**src/rtl/addsub_bcd_pkg.sv**
```systemverilog
package addsub_bcd_pkg;
    typedef enum logic {
        ARITH_ADD = 1'b0,
        ARITH_SUB = 1'b1
    } arith_op_e;

    localparam int unsigned NIBBLE_W = 4;
    localparam logic [NIBBLE_W-1:0] DIGIT_MAX = 4'd9;
    localparam logic [NIBBLE_W-1:0] DIGIT_ADJ = 4'd6;
endpackage

```
**src/rtl/addsub_bin_path.sv**
```systemverilog
module addsub_bin_path #(
    parameter int unsigned WIDTH = 8
) (
    input  logic [WIDTH-1:0]        a_i,
    input  logic [WIDTH-1:0]        b_i,
    input  logic                    cin_i,
    input  addsub_bcd_pkg::arith_op_e op_i,
    output logic [WIDTH-1:0]        sum_o,
    output logic                    cout_o,
    output logic                    ovf_o
);
    import addsub_bcd_pkg::*;

    logic [WIDTH-1:0] b_eff;
    logic [WIDTH:0]   wide_sum;

    always_comb begin
        b_eff    = (op_i == ARITH_SUB) ? ~b_i : b_i;
        wide_sum = {1'b0, a_i} + {1'b0, b_eff} + {{WIDTH{1'b0}}, cin_i};
        sum_o    = wide_sum[WIDTH-1:0];
        cout_o   = wide_sum[WIDTH];
        ovf_o    = (a_i[WIDTH-1] == b_eff[WIDTH-1]) && (sum_o[WIDTH-1] != a_i[WIDTH-1]);
    end
endmodule

```
**src/rtl/addsub_bcd_digit.sv**
```systemverilog
module addsub_bcd_digit (
    input  logic [3:0]                a_i,
    input  logic [3:0]                b_i,
    input  logic                      cin_i,
    input  addsub_bcd_pkg::arith_op_e op_i,
    output logic [3:0]                d_o,
    output logic                      cout_o
);
    import addsub_bcd_pkg::*;

    logic [4:0] raw;

    always_comb begin
        if (op_i == ARITH_ADD) begin
            raw = {1'b0, a_i} + {1'b0, b_i} + {4'b0000, cin_i};
            if (raw > {1'b0, DIGIT_MAX}) begin
                d_o    = raw[3:0] + DIGIT_ADJ;
                cout_o = 1'b1;
            end else begin
                d_o    = raw[3:0];
                cout_o = 1'b0;
            end
        end else begin
            raw = {1'b0, a_i} - {1'b0, b_i} - {4'b0000, ~cin_i};
            if (raw[4]) begin
                d_o    = raw[3:0] - DIGIT_ADJ;
                cout_o = 1'b0;
            end else begin
                d_o    = raw[3:0];
                cout_o = 1'b1;
            end
        end
    end
endmodule

```
**src/rtl/addsub_dec_path.sv**
```systemverilog
module addsub_dec_path #(
    parameter int unsigned DIGITS = 2
) (
    input  logic [4*DIGITS-1:0]       a_i,
    input  logic [4*DIGITS-1:0]       b_i,
    input  logic                      cin_i,
    input  addsub_bcd_pkg::arith_op_e op_i,
    output logic [4*DIGITS-1:0]       sum_o,
    output logic                      cout_o
);
    import addsub_bcd_pkg::*;

    logic [DIGITS:0] chain;

    assign chain[0] = cin_i;

    for (genvar g = 0; g < DIGITS; g++) begin : g_digit
        addsub_bcd_digit u_digit (
            .a_i    (a_i[4*g +: 4]),
            .b_i    (b_i[4*g +: 4]),
            .cin_i  (chain[g]),
            .op_i   (op_i),
            .d_o    (sum_o[4*g +: 4]),
            .cout_o (chain[g+1])
        );

        always_comb begin
            if (a_i[4*g +: 4] <= DIGIT_MAX && b_i[4*g +: 4] <= DIGIT_MAX) begin
                p_digit_in_range_r9: assert (sum_o[4*g +: 4] <= DIGIT_MAX)
                    else $error("decimal digit %0d out of range", g);
            end
        end
    end

    assign cout_o = chain[DIGITS];
endmodule

```
**src/rtl/addsub_flags.sv**
```systemverilog
module addsub_flags #(
    parameter int unsigned WIDTH = 8
) (
    input  logic [WIDTH-1:0] res_i,
    input  logic             ovf_i,
    input  logic             dec_i,
    output logic             n_o,
    output logic             v_o,
    output logic             z_o,
    output logic             valid_o
);
    always_comb begin
        valid_o = ~dec_i;
        n_o     = valid_o & res_i[WIDTH-1];
        v_o     = valid_o & ovf_i;
        z_o     = valid_o & (res_i == '0);
    end
endmodule

```
**src/rtl/addsub_bcd.sv**
```systemverilog
module addsub_bcd #(
    parameter int unsigned DIGITS = 2
) (
    input  logic [4*DIGITS-1:0] op_a,
    input  logic [4*DIGITS-1:0] op_b,
    input  logic                carry_in,
    input  logic                op_sub,
    input  logic                dec_mode,
    output logic [4*DIGITS-1:0] result,
    output logic                carry_out,
    output logic                flag_n,
    output logic                flag_v,
    output logic                flag_z,
    output logic                flags_valid
);
    import addsub_bcd_pkg::*;

    localparam int unsigned WIDTH = 4 * DIGITS;

    arith_op_e        op_sel;
    logic [WIDTH-1:0] bin_sum;
    logic [WIDTH-1:0] dec_sum;
    logic             bin_cout;
    logic             dec_cout;
    logic             bin_ovf;

    assign op_sel = arith_op_e'(op_sub);

    addsub_bin_path #(.WIDTH(WIDTH)) u_bin (
        .a_i    (op_a),
        .b_i    (op_b),
        .cin_i  (carry_in),
        .op_i   (op_sel),
        .sum_o  (bin_sum),
        .cout_o (bin_cout),
        .ovf_o  (bin_ovf)
    );

    addsub_dec_path #(.DIGITS(DIGITS)) u_dec (
        .a_i    (op_a),
        .b_i    (op_b),
        .cin_i  (carry_in),
        .op_i   (op_sel),
        .sum_o  (dec_sum),
        .cout_o (dec_cout)
    );

    assign result    = dec_mode ? dec_sum  : bin_sum;
    assign carry_out = dec_mode ? dec_cout : bin_cout;

    addsub_flags #(.WIDTH(WIDTH)) u_flags (
        .res_i   (result),
        .ovf_i   (bin_ovf),
        .dec_i   (dec_mode),
        .n_o     (flag_n),
        .v_o     (flag_v),
        .z_o     (flag_z),
        .valid_o (flags_valid)
    );

    always_comb begin
        if (!dec_mode && !op_sub) begin
            p_bin_add_r1: assert ({carry_out, result} ==
                                  ({1'b0, op_a} + {1'b0, op_b} + {{WIDTH{1'b0}}, carry_in}))
                else $error("binary add mismatch");
        end
        if (!dec_mode) begin
            p_zero_r5: assert (flag_z == (result == '0))
                else $error("zero flag mismatch");
            p_sign_r6: assert (flag_n == result[WIDTH-1])
                else $error("sign flag mismatch");
            p_valid_bin_r8: assert (flags_valid)
                else $error("flags not valid in binary mode");
        end else begin
            p_dec_flags_r8: assert (!flags_valid && !flag_n && !flag_v && !flag_z)
                else $error("flags active in decimal mode");
        end
        if (!dec_mode && !op_sub && op_a[WIDTH-1] != op_b[WIDTH-1]) begin
            p_no_mixed_ovf_r7: assert (!flag_v)
                else $error("overflow on mixed-sign add");
        end
    end
endmodule

```
**config.mk**
```make
export PLATFORM = sky130hd
export DESIGN_NAME = addsub_bcd
export DESIGN_NICKNAME = d
export VERILOG_FILES = /design/src/rtl/addsub_bcd_pkg.sv /design/src/rtl/addsub_bin_path.sv /design/src/rtl/addsub_bcd_digit.sv /design/src/rtl/addsub_dec_path.sv /design/src/rtl/addsub_flags.sv /design/src/rtl/addsub_bcd.sv
export SDC_FILE = /design/constraint.sdc
export NUM_CORES = 1
export LEC_CHECK = 0
export BUFFER_PORTS_ARGS = -buffer_cell sky130_fd_sc_hd__clkbuf_2
export CORE_ASPECT_RATIO = 0.9
export CORE_MARGIN = 2
export CORE_UTILIZATION = 65
export DETAILED_ROUTE_END_ITERATION = 16
export PLACE_DENSITY = 0.93
export SYNTH_ARGS = -nofsm -noshare
export SYNTH_HDL_FRONTEND = slang
export SYNTH_HIERARCHICAL = 1
export SYNTH_SLANG_ARGS = --single-unit
```
**constraint.sdc**
```tcl
create_clock -name vclk -period 13.6
set_input_delay 3.4 -clock vclk [all_inputs]
set_output_delay 3.4 -clock vclk [all_outputs]
set_load 0.01 [all_outputs]
```
After elaboration in Yosys (flattened, before gate mapping):

Index checks and enable logic that the tools add are counted.

* flip-flop bits (word level): 0
* bits of input ports: 19
* output and inout port bits: 13

* $add $sub $neg: 14
* magnitude comparators: 2
* equal/unequal tests: 2
* muxes and demuxes: 15
* bitwise logic cells: 7
* reductions and logical operators: 2

Operators with widths (count)
* 4-bit two-way mux: 6
* 8-bit two-way mux: 2
* 4-bit by 4-bit adder with 5-bit output: 2
* 5-bit by 1-bit adder with 5-bit output: 2
* 5-bit by 4-bit > comparator with 1-bit output (second input constant): 2
* 4-bit by 4-bit subtractor with 5-bit output: 2
* 5-bit by 1-bit subtractor with 5-bit output: 2
* 8-bit by 8-bit adder with 9-bit output: 1
* 9-bit by 1-bit adder with 9-bit output: 1
* 4-bit by 3-bit adder with 4-bit output (second input constant): 2
* 8-bit zero test: 1
* 8-bit NOT: 1
* 4-bit by 3-bit subtractor with 4-bit output (second input constant): 2
* 1-bit two-way mux: 7
* 1-bit bitwise AND: 3
* 1-bit NOT: 3
* 1-bit equality test: 1
* 1-bit logical AND: 1
* 1-bit inequality test: 1

Logic depth before layout (Yosys ltp):

* word-level depth: 13
* depth in mapped cells: 21
* mapped depth without buffers: 21

By module:

Netlist, hierarchy kept.

Modules (own cells, without submodules)
* addsub_bcd_digit: times used 2, cells each 75, area each 606.8 um^2
* addsub_bin_path: times used 1, cells each 60, area each 465.4 um^2
* addsub_bcd: times used 1, cells each 10, area each 146.4 um^2
* addsub_flags: times used 1, cells each 6, area each 42.5 um^2

Worst setup path after synthesis:

No wires, ideal clock.

* path kind: input to output
* start: input op_a[0]
* end: output flag_z
* data arrival time: 7.855 ns
* data required time: 10.200 ns
* path slack: 2.345 ns
* stages: 21
* cells stage by stage: inv_1 -> fa_1 -> inv_1 -> fa_1 -> xor2_1 -> ha_1 -> a221oi_4 -> nor2_1 -> a21oi_1 -> inv_1 -> fa_1 -> inv_1 -> fa_1 -> xor2_1 -> ha_1 -> a221oi_4 -> mux2i_1 -> nor3_2 -> mux2_4 -> or4_1 -> nor4_2

* word-level cells in the longest chain between the ends: 13
* elaborated cells between the ends (all ways): 27
* those cells by class: 12 x add/sub; 2 x order compare; 10 x mux; 2 x bitwise; 1 x reduce/logical

Ends and longest elaborated chain
* start, declared: RTL line addsub_bcd.sv:4 `input logic [4*DIGITS-1:0] op_a,`
* 4-bit by 4-bit adder with 5-bit output: RTL line addsub_bcd_digit.sv:15 `raw = {1'b0, a_i} + {1'b0, b_i} + {4'b0000, cin_i};`
* 5-bit by 1-bit adder with 5-bit output: RTL line addsub_bcd_digit.sv:15
* 5-bit by 4-bit > comparator with 1-bit output: RTL line addsub_bcd_digit.sv:16 `if (raw > {1'b0, DIGIT_MAX}) begin`
* 1-bit two-way mux: RTL line addsub_bcd_digit.sv:16
* 1-bit two-way mux *: RTL line addsub_bcd_digit.sv:14 `if (op_i == ARITH_ADD) begin`
* net u_dec.chain[1]: RTL line addsub_dec_path.sv:13 `logic [DIGITS:0] chain;`
* 1-bit NOT: RTL line addsub_bcd_digit.sv:24 `raw = {1'b0, a_i} - {1'b0, b_i} - {4'b0000, ~cin_i};`
* 5-bit by 1-bit subtractor with 5-bit output: RTL line addsub_bcd_digit.sv:24
* 4-bit by 3-bit subtractor with 4-bit output: RTL line addsub_bcd_digit.sv:26 `d_o = raw[3:0] - DIGIT_ADJ;`
* 4-bit two-way mux: RTL line addsub_bcd_digit.sv:25 `if (raw[4]) begin`
* 4-bit two-way mux *: RTL line addsub_bcd_digit.sv:14
* net dec_sum[5]: RTL line addsub_bcd.sv:22 `logic [WIDTH-1:0] dec_sum;`
* 8-bit two-way mux *: RTL line addsub_bcd.sv:48 `assign result = dec_mode ? dec_sum : bin_sum;`
* net result[5]: RTL line addsub_bcd.sv:9 `output logic [4*DIGITS-1:0] result,`
* 8-bit zero test *: RTL line addsub_flags.sv:16 `z_o = valid_o & (res_i == '0);`
* 1-bit bitwise AND *: RTL line addsub_flags.sv:16
* end, declared: RTL line addsub_bcd.sv:13 `output logic flag_z,`

Mark *: on every way through the listed nets, which the timed path passes. The rest lies on a longest branch.

Worst setup path in the final report:

* start: input op_a[0]
* end: output flag_z

* word-level cells in the longest chain between the ends: 13
* elaborated cells between the ends (all ways): 27
* those cells by class: 12 x add/sub; 2 x order compare; 10 x mux; 2 x bitwise; 1 x reduce/logical

Ends and longest elaborated chain (RTL line)
* 4-bit by 4-bit adder with 5-bit output: addsub_bcd_digit.sv:15
* 5-bit by 1-bit adder with 5-bit output: addsub_bcd_digit.sv:15
* 5-bit by 4-bit > comparator with 1-bit output: addsub_bcd_digit.sv:16
* 1-bit two-way mux: addsub_bcd_digit.sv:16
* 1-bit two-way mux *: addsub_bcd_digit.sv:14
* net u_dec.chain[1]: addsub_dec_path.sv:13
* 1-bit NOT: addsub_bcd_digit.sv:24
* 5-bit by 1-bit subtractor with 5-bit output: addsub_bcd_digit.sv:24
* 4-bit by 3-bit subtractor with 4-bit output: addsub_bcd_digit.sv:26
* 4-bit two-way mux: addsub_bcd_digit.sv:25
* 4-bit two-way mux *: addsub_bcd_digit.sv:14
* net dec_sum[5]: addsub_bcd.sv:22
* 8-bit two-way mux *: addsub_bcd.sv:48
* 8-bit zero test *: addsub_flags.sv:16
* 1-bit bitwise AND *: addsub_flags.sv:16

Marked as above.

==> impl_metrics.prom <==
# TYPE chip_impl_metric gauge
chip_impl_metric{name="num-clock-buffers",unit=""} 0
chip_impl_metric{name="hold-worst-slack",unit="ns"} 7.270
chip_impl_metric{name="worstPathRequired",unit="ns"} 10.20
chip_impl_metric{name="syn_nets",unit=""} 284
chip_impl_metric{name="total_leakage_power",unit="nW"} 1.050
chip_impl_metric{name="combined_area_of_the_multi_input_logic_cells",unit="um2"} 1687
chip_impl_metric{name="dp_hpwl",unit="um"} 3875
chip_impl_metric{name="synth.yosys.warnings",unit=""} 6
chip_impl_metric{name="post_cts_hold_buffer_count",unit=""} 0
chip_impl_metric{name="worstPathArrival",unit="ns"} 8.48
chip_impl_info{name="startpoint_type",value="input pin"} 1
chip_impl_metric{name="netSwitchingPower",unit="mW"} 0.08600
chip_impl_metric{name="antenna_found_initial",unit=""} 0
chip_impl_metric{name="power.share.switching",unit="%"} 54.64
chip_impl_metric{name="drv_slew",unit=""} 0
chip_impl_metric{name="vias_per_cell",unit=""} 6.150
chip_impl_metric{name="layout_min_cycle_time",unit="ns"} 11.88
chip_impl_metric{name="design.portCount",unit=""} 32
chip_impl_metric{name="global_route.overflow_total",unit=""} 0
chip_impl_info{name="synthTopCellsByCount",value="38 x inv_1, 29 x ha_1, 14 x a21oi_1, 14 x nor2_1, 14 x xor2_1"} 1
chip_impl_metric{name="report.final.hold_viol_count",unit=""} 0
chip_impl_metric{name="fp-row-count",unit=""} 18
chip_impl_metric{name="num_antenna_cells",unit=""} 0
chip_impl_info{name="synth_top_cell_by_area",value="ha_1"} 1
chip_impl_info{name="status",value="completed"} 1
chip_impl_metric{name="postRouteWirelength",unit="um"} 4467
chip_impl_info{name="timing.critical_path.cells",value="clkbuf_2 -> inv_1 -> fa_1 -> inv_1 -> fa_1 -> and2b_2 -> o21ai_0 -> nand2_1 -> nor2_1 -> a21oi_1 -> inv_1 -> fa_1 -> inv_1 -> fa_1 -> xor2_1 -> ha_1 -> a221oi_4 -> mux2i_1 -> nor3_2 -> mux2_4 -> or4_1 -> nor4_2 -> clkbuf_2"} 1
chip_impl_metric{name="fp.coreArea",unit="um2"} 2748
chip_impl_info{name="worst-setup-path-type",value="in -> out"} 1
chip_impl_metric{name="cts-resized-gates",unit=""} 0
chip_impl_metric{name="max-vdd-ir-drop",unit="V"} 0.00003331
chip_impl_metric{name="num-nets-final",unit=""} 314
chip_impl_metric{name="max_slew_margin",unit="%"} 57.84
chip_impl_metric{name="port_buffers",unit=""} 32
chip_impl_metric{name="antenna_violating_nets_post_route",unit=""} 0
chip_impl_metric{name="setup_tns",unit="ns"} 0
chip_impl_metric{name="power_per_cell_area",unit="nW/um2"} 77.18
chip_impl_metric{name="synth-seq-area-share",unit="%"} 0
chip_impl_metric{name="cts_setup_buffers",unit=""} 0
chip_impl_metric{name="syn2layout_area_growth",unit="%"} 9.176
chip_impl_metric{name="final_weighted_congestion_in_routability_driven_placement",unit=""} 0.9481
chip_impl_info{name="timing.hold.worst.start",value="dec_mode"} 1
chip_impl_metric{name="n_fill_cell",unit=""} 232
chip_impl_info{name="critical_path.endpoint_type",value="output port"} 1
chip_impl_info{name="setup_repair_after_global_routing_missed_its_margin",value="false"} 1
chip_impl_metric{name="grt_pass1_vias",unit=""} 1660
chip_impl_info{name="netlist_top_cells_area",value="ha_1 19%, fa_1 11%, mux2_4 8.0%"} 1
chip_impl_metric{name="cpPeakStageDelay",unit="ns"} 0.49
chip_impl_metric{name="max_clock_freq",unit="GHz"} 0.08418
chip_impl_metric{name="cp.buffers_inverters",unit=""} 6
chip_impl_metric{name="internal_power",unit="mW"} 0.07140
chip_impl_metric{name="clkPwrFrac",unit="%"} 0
chip_impl_metric{name="pin_count_of_the_biggest_net_entering_global_routing",unit=""} 23
chip_impl_metric{name="grt_util_all_layers",unit="%"} 29.84
chip_impl_info{name="crit_path_top_delay_cell",value="or4_1"} 1
chip_impl_info{name="timing.hold.worst.class",value="in -> out"} 1
chip_impl_metric{name="path_max_fanout",unit=""} 5
chip_impl_metric{name="routedWlPerCell",unit="um"} 15.19
chip_impl_metric{name="sequentialPowerShare",unit="%"} 0
chip_impl_metric{name="max_capacitance_violation_count",unit=""} 0
chip_impl_metric{name="synth_area_per_cell",unit="um2"} 8.266
chip_impl_metric{name="dieArea",unit="um2"} 3319
chip_impl_metric{name="pwr-share-comb",unit="%"} 100.0
chip_impl_metric{name="die-height",unit="um"} 54.86
chip_impl_metric{name="synthDominantCellAreaShare",unit="%"} 19.42
chip_impl_metric{name="initialDrtViolationCount",unit=""} 84
chip_impl_metric{name="worstMarginPinSlew",unit="ns"} 0.6258
chip_impl_metric{name="worstHoldPathCells",unit=""} 3
chip_impl_metric{name="numSequentialCells",unit=""} 0
chip_impl_metric{name="die_width",unit="um"} 60.51
chip_impl_metric{name="finalSetupViolCount",unit=""} 0
chip_impl_metric{name="drive_gt1_share",unit="%"} 22.05
chip_impl_metric{name="floorplan.initialDensity",unit="%"} 67.99
chip_impl_metric{name="area.sequential",unit="um2"} 0
chip_impl_info{name="critical_path.top_delay_family",value="adder cells"} 1
chip_impl_metric{name="post_synth_num_cell_types",unit=""} 43
chip_impl_metric{name="drt-pass1-iter-count",unit=""} 7
chip_impl_metric{name="vias",unit=""} 1808
chip_impl_metric{name="first_pass_grt_wire_length",unit="um"} 7417
chip_impl_metric{name="mappedNetlistArea",unit="um2"} 1868
chip_impl_metric{name="remaining_drc_errors",unit=""} 0
chip_impl_metric{name="synthCells",unit=""} 226
chip_impl_info{name="worst_hold_path.endpoint",value="flags_valid"} 1
chip_impl_info{name="synthMostInstantiatedCell",value="inv_1"} 1
chip_impl_metric{name="finalCritPeriodShare",unit="%"} 87.34
-- through the flow --
stage / util [%] / cells / total power [mW] / setup slack (ns) / instance area [um2]
finish: 74.23 / 294 / 0.1574 / 1.721 / 2039
global route: 74.23 / 294 / 0.1728 / 1.380 / 2039
CTS: 74.23 / 294 / 0.1538 / 1.754 / 2039
detailed placement: 74.23 / 294 / 0.1531 / 1.775 / 2039
global placement: 74.23 / 294 / 0.1462 / 2.013 / 2039
floorplan: - / 226 / 0.1150 / 2.345 / 1868
-- routing by layer --
metal	wire, um	up-vias	track usage [%]	share of wire [%]
met3	352	18	3.783	7.9
met2	2092	106	52.17	47
li1	-	847	-	-
met1	1951	837	40.48	44
met5	0	-	0	0
met4	71	0	3.986	1.6
-- layout by cell type, fill, tap and decap left out, types with 3 or more instances in the layout --
cell type,synthesis,final
ha_1,29,29
a211o_1,3,3
nor2_1,14,14
o21a_1,3,3
nor2b_1,6,6
xor2_1,14,14
mux2_4,10,10
fa_1,10,10
xnor2_1,6,6
inv_1,38,38
nand2b_1,6,6
o21ai_0,6,6
or4_1,3,3
a21oi_1,14,14
nand4_1,3,3
clkbuf_2,0,32
o31ai_1,3,3
mux2i_1,6,6
nand2_1,10,10
-- power groups by stage --
stage / Clock (mW) / Sequential [mW] / Combinational (mW)
floorplan: 0 / 0 / 0.115
global placement: 0 / 0 / 0.146
finish: 0 / 0 / 0.157
global route: 0 / 0 / 0.173
CTS: 0 / 0 / 0.154
detailed placement: 0 / 0 / 0.153
-- final cells by class --
cell class	count	share of cell area, %
multi-input cells	184	82.70
inverters	38	6.994
repair buffers	32	7.853
well taps	40	2.454
-- how the worst max path moves through the flow --
| stage | to | slack, ns | depth (start not counted) | start |
|---|---|---|---|---|
| after floorplan | flag_z | 2.34 | 21 | op_a[0] |
| after global placement | flag_z | 2.01 | 23 | op_a[0] |
| after detailed placement | flag_z | 1.77 | 23 | op_a[0] |
| after CTS | flag_z | 1.75 | 23 | op_a[0] |
| after global routing | flag_z | 1.38 | 23 | op_a[0] |
| final | flag_z | 1.72 | 23 | op_a[0] |
-- cell families after synthesis --
| logic type | share of synthesized area [%] |
|---|---|
| mux | 11.25 |
| simple gates | 19.89 |
| buf+inv | 9.712 |
| compound gates | 19.62 |
| xor+xnor | 9.377 |
| fa+ha+maj | 30.14 |
No activity file was read; power rests on OpenSTA's default activity.
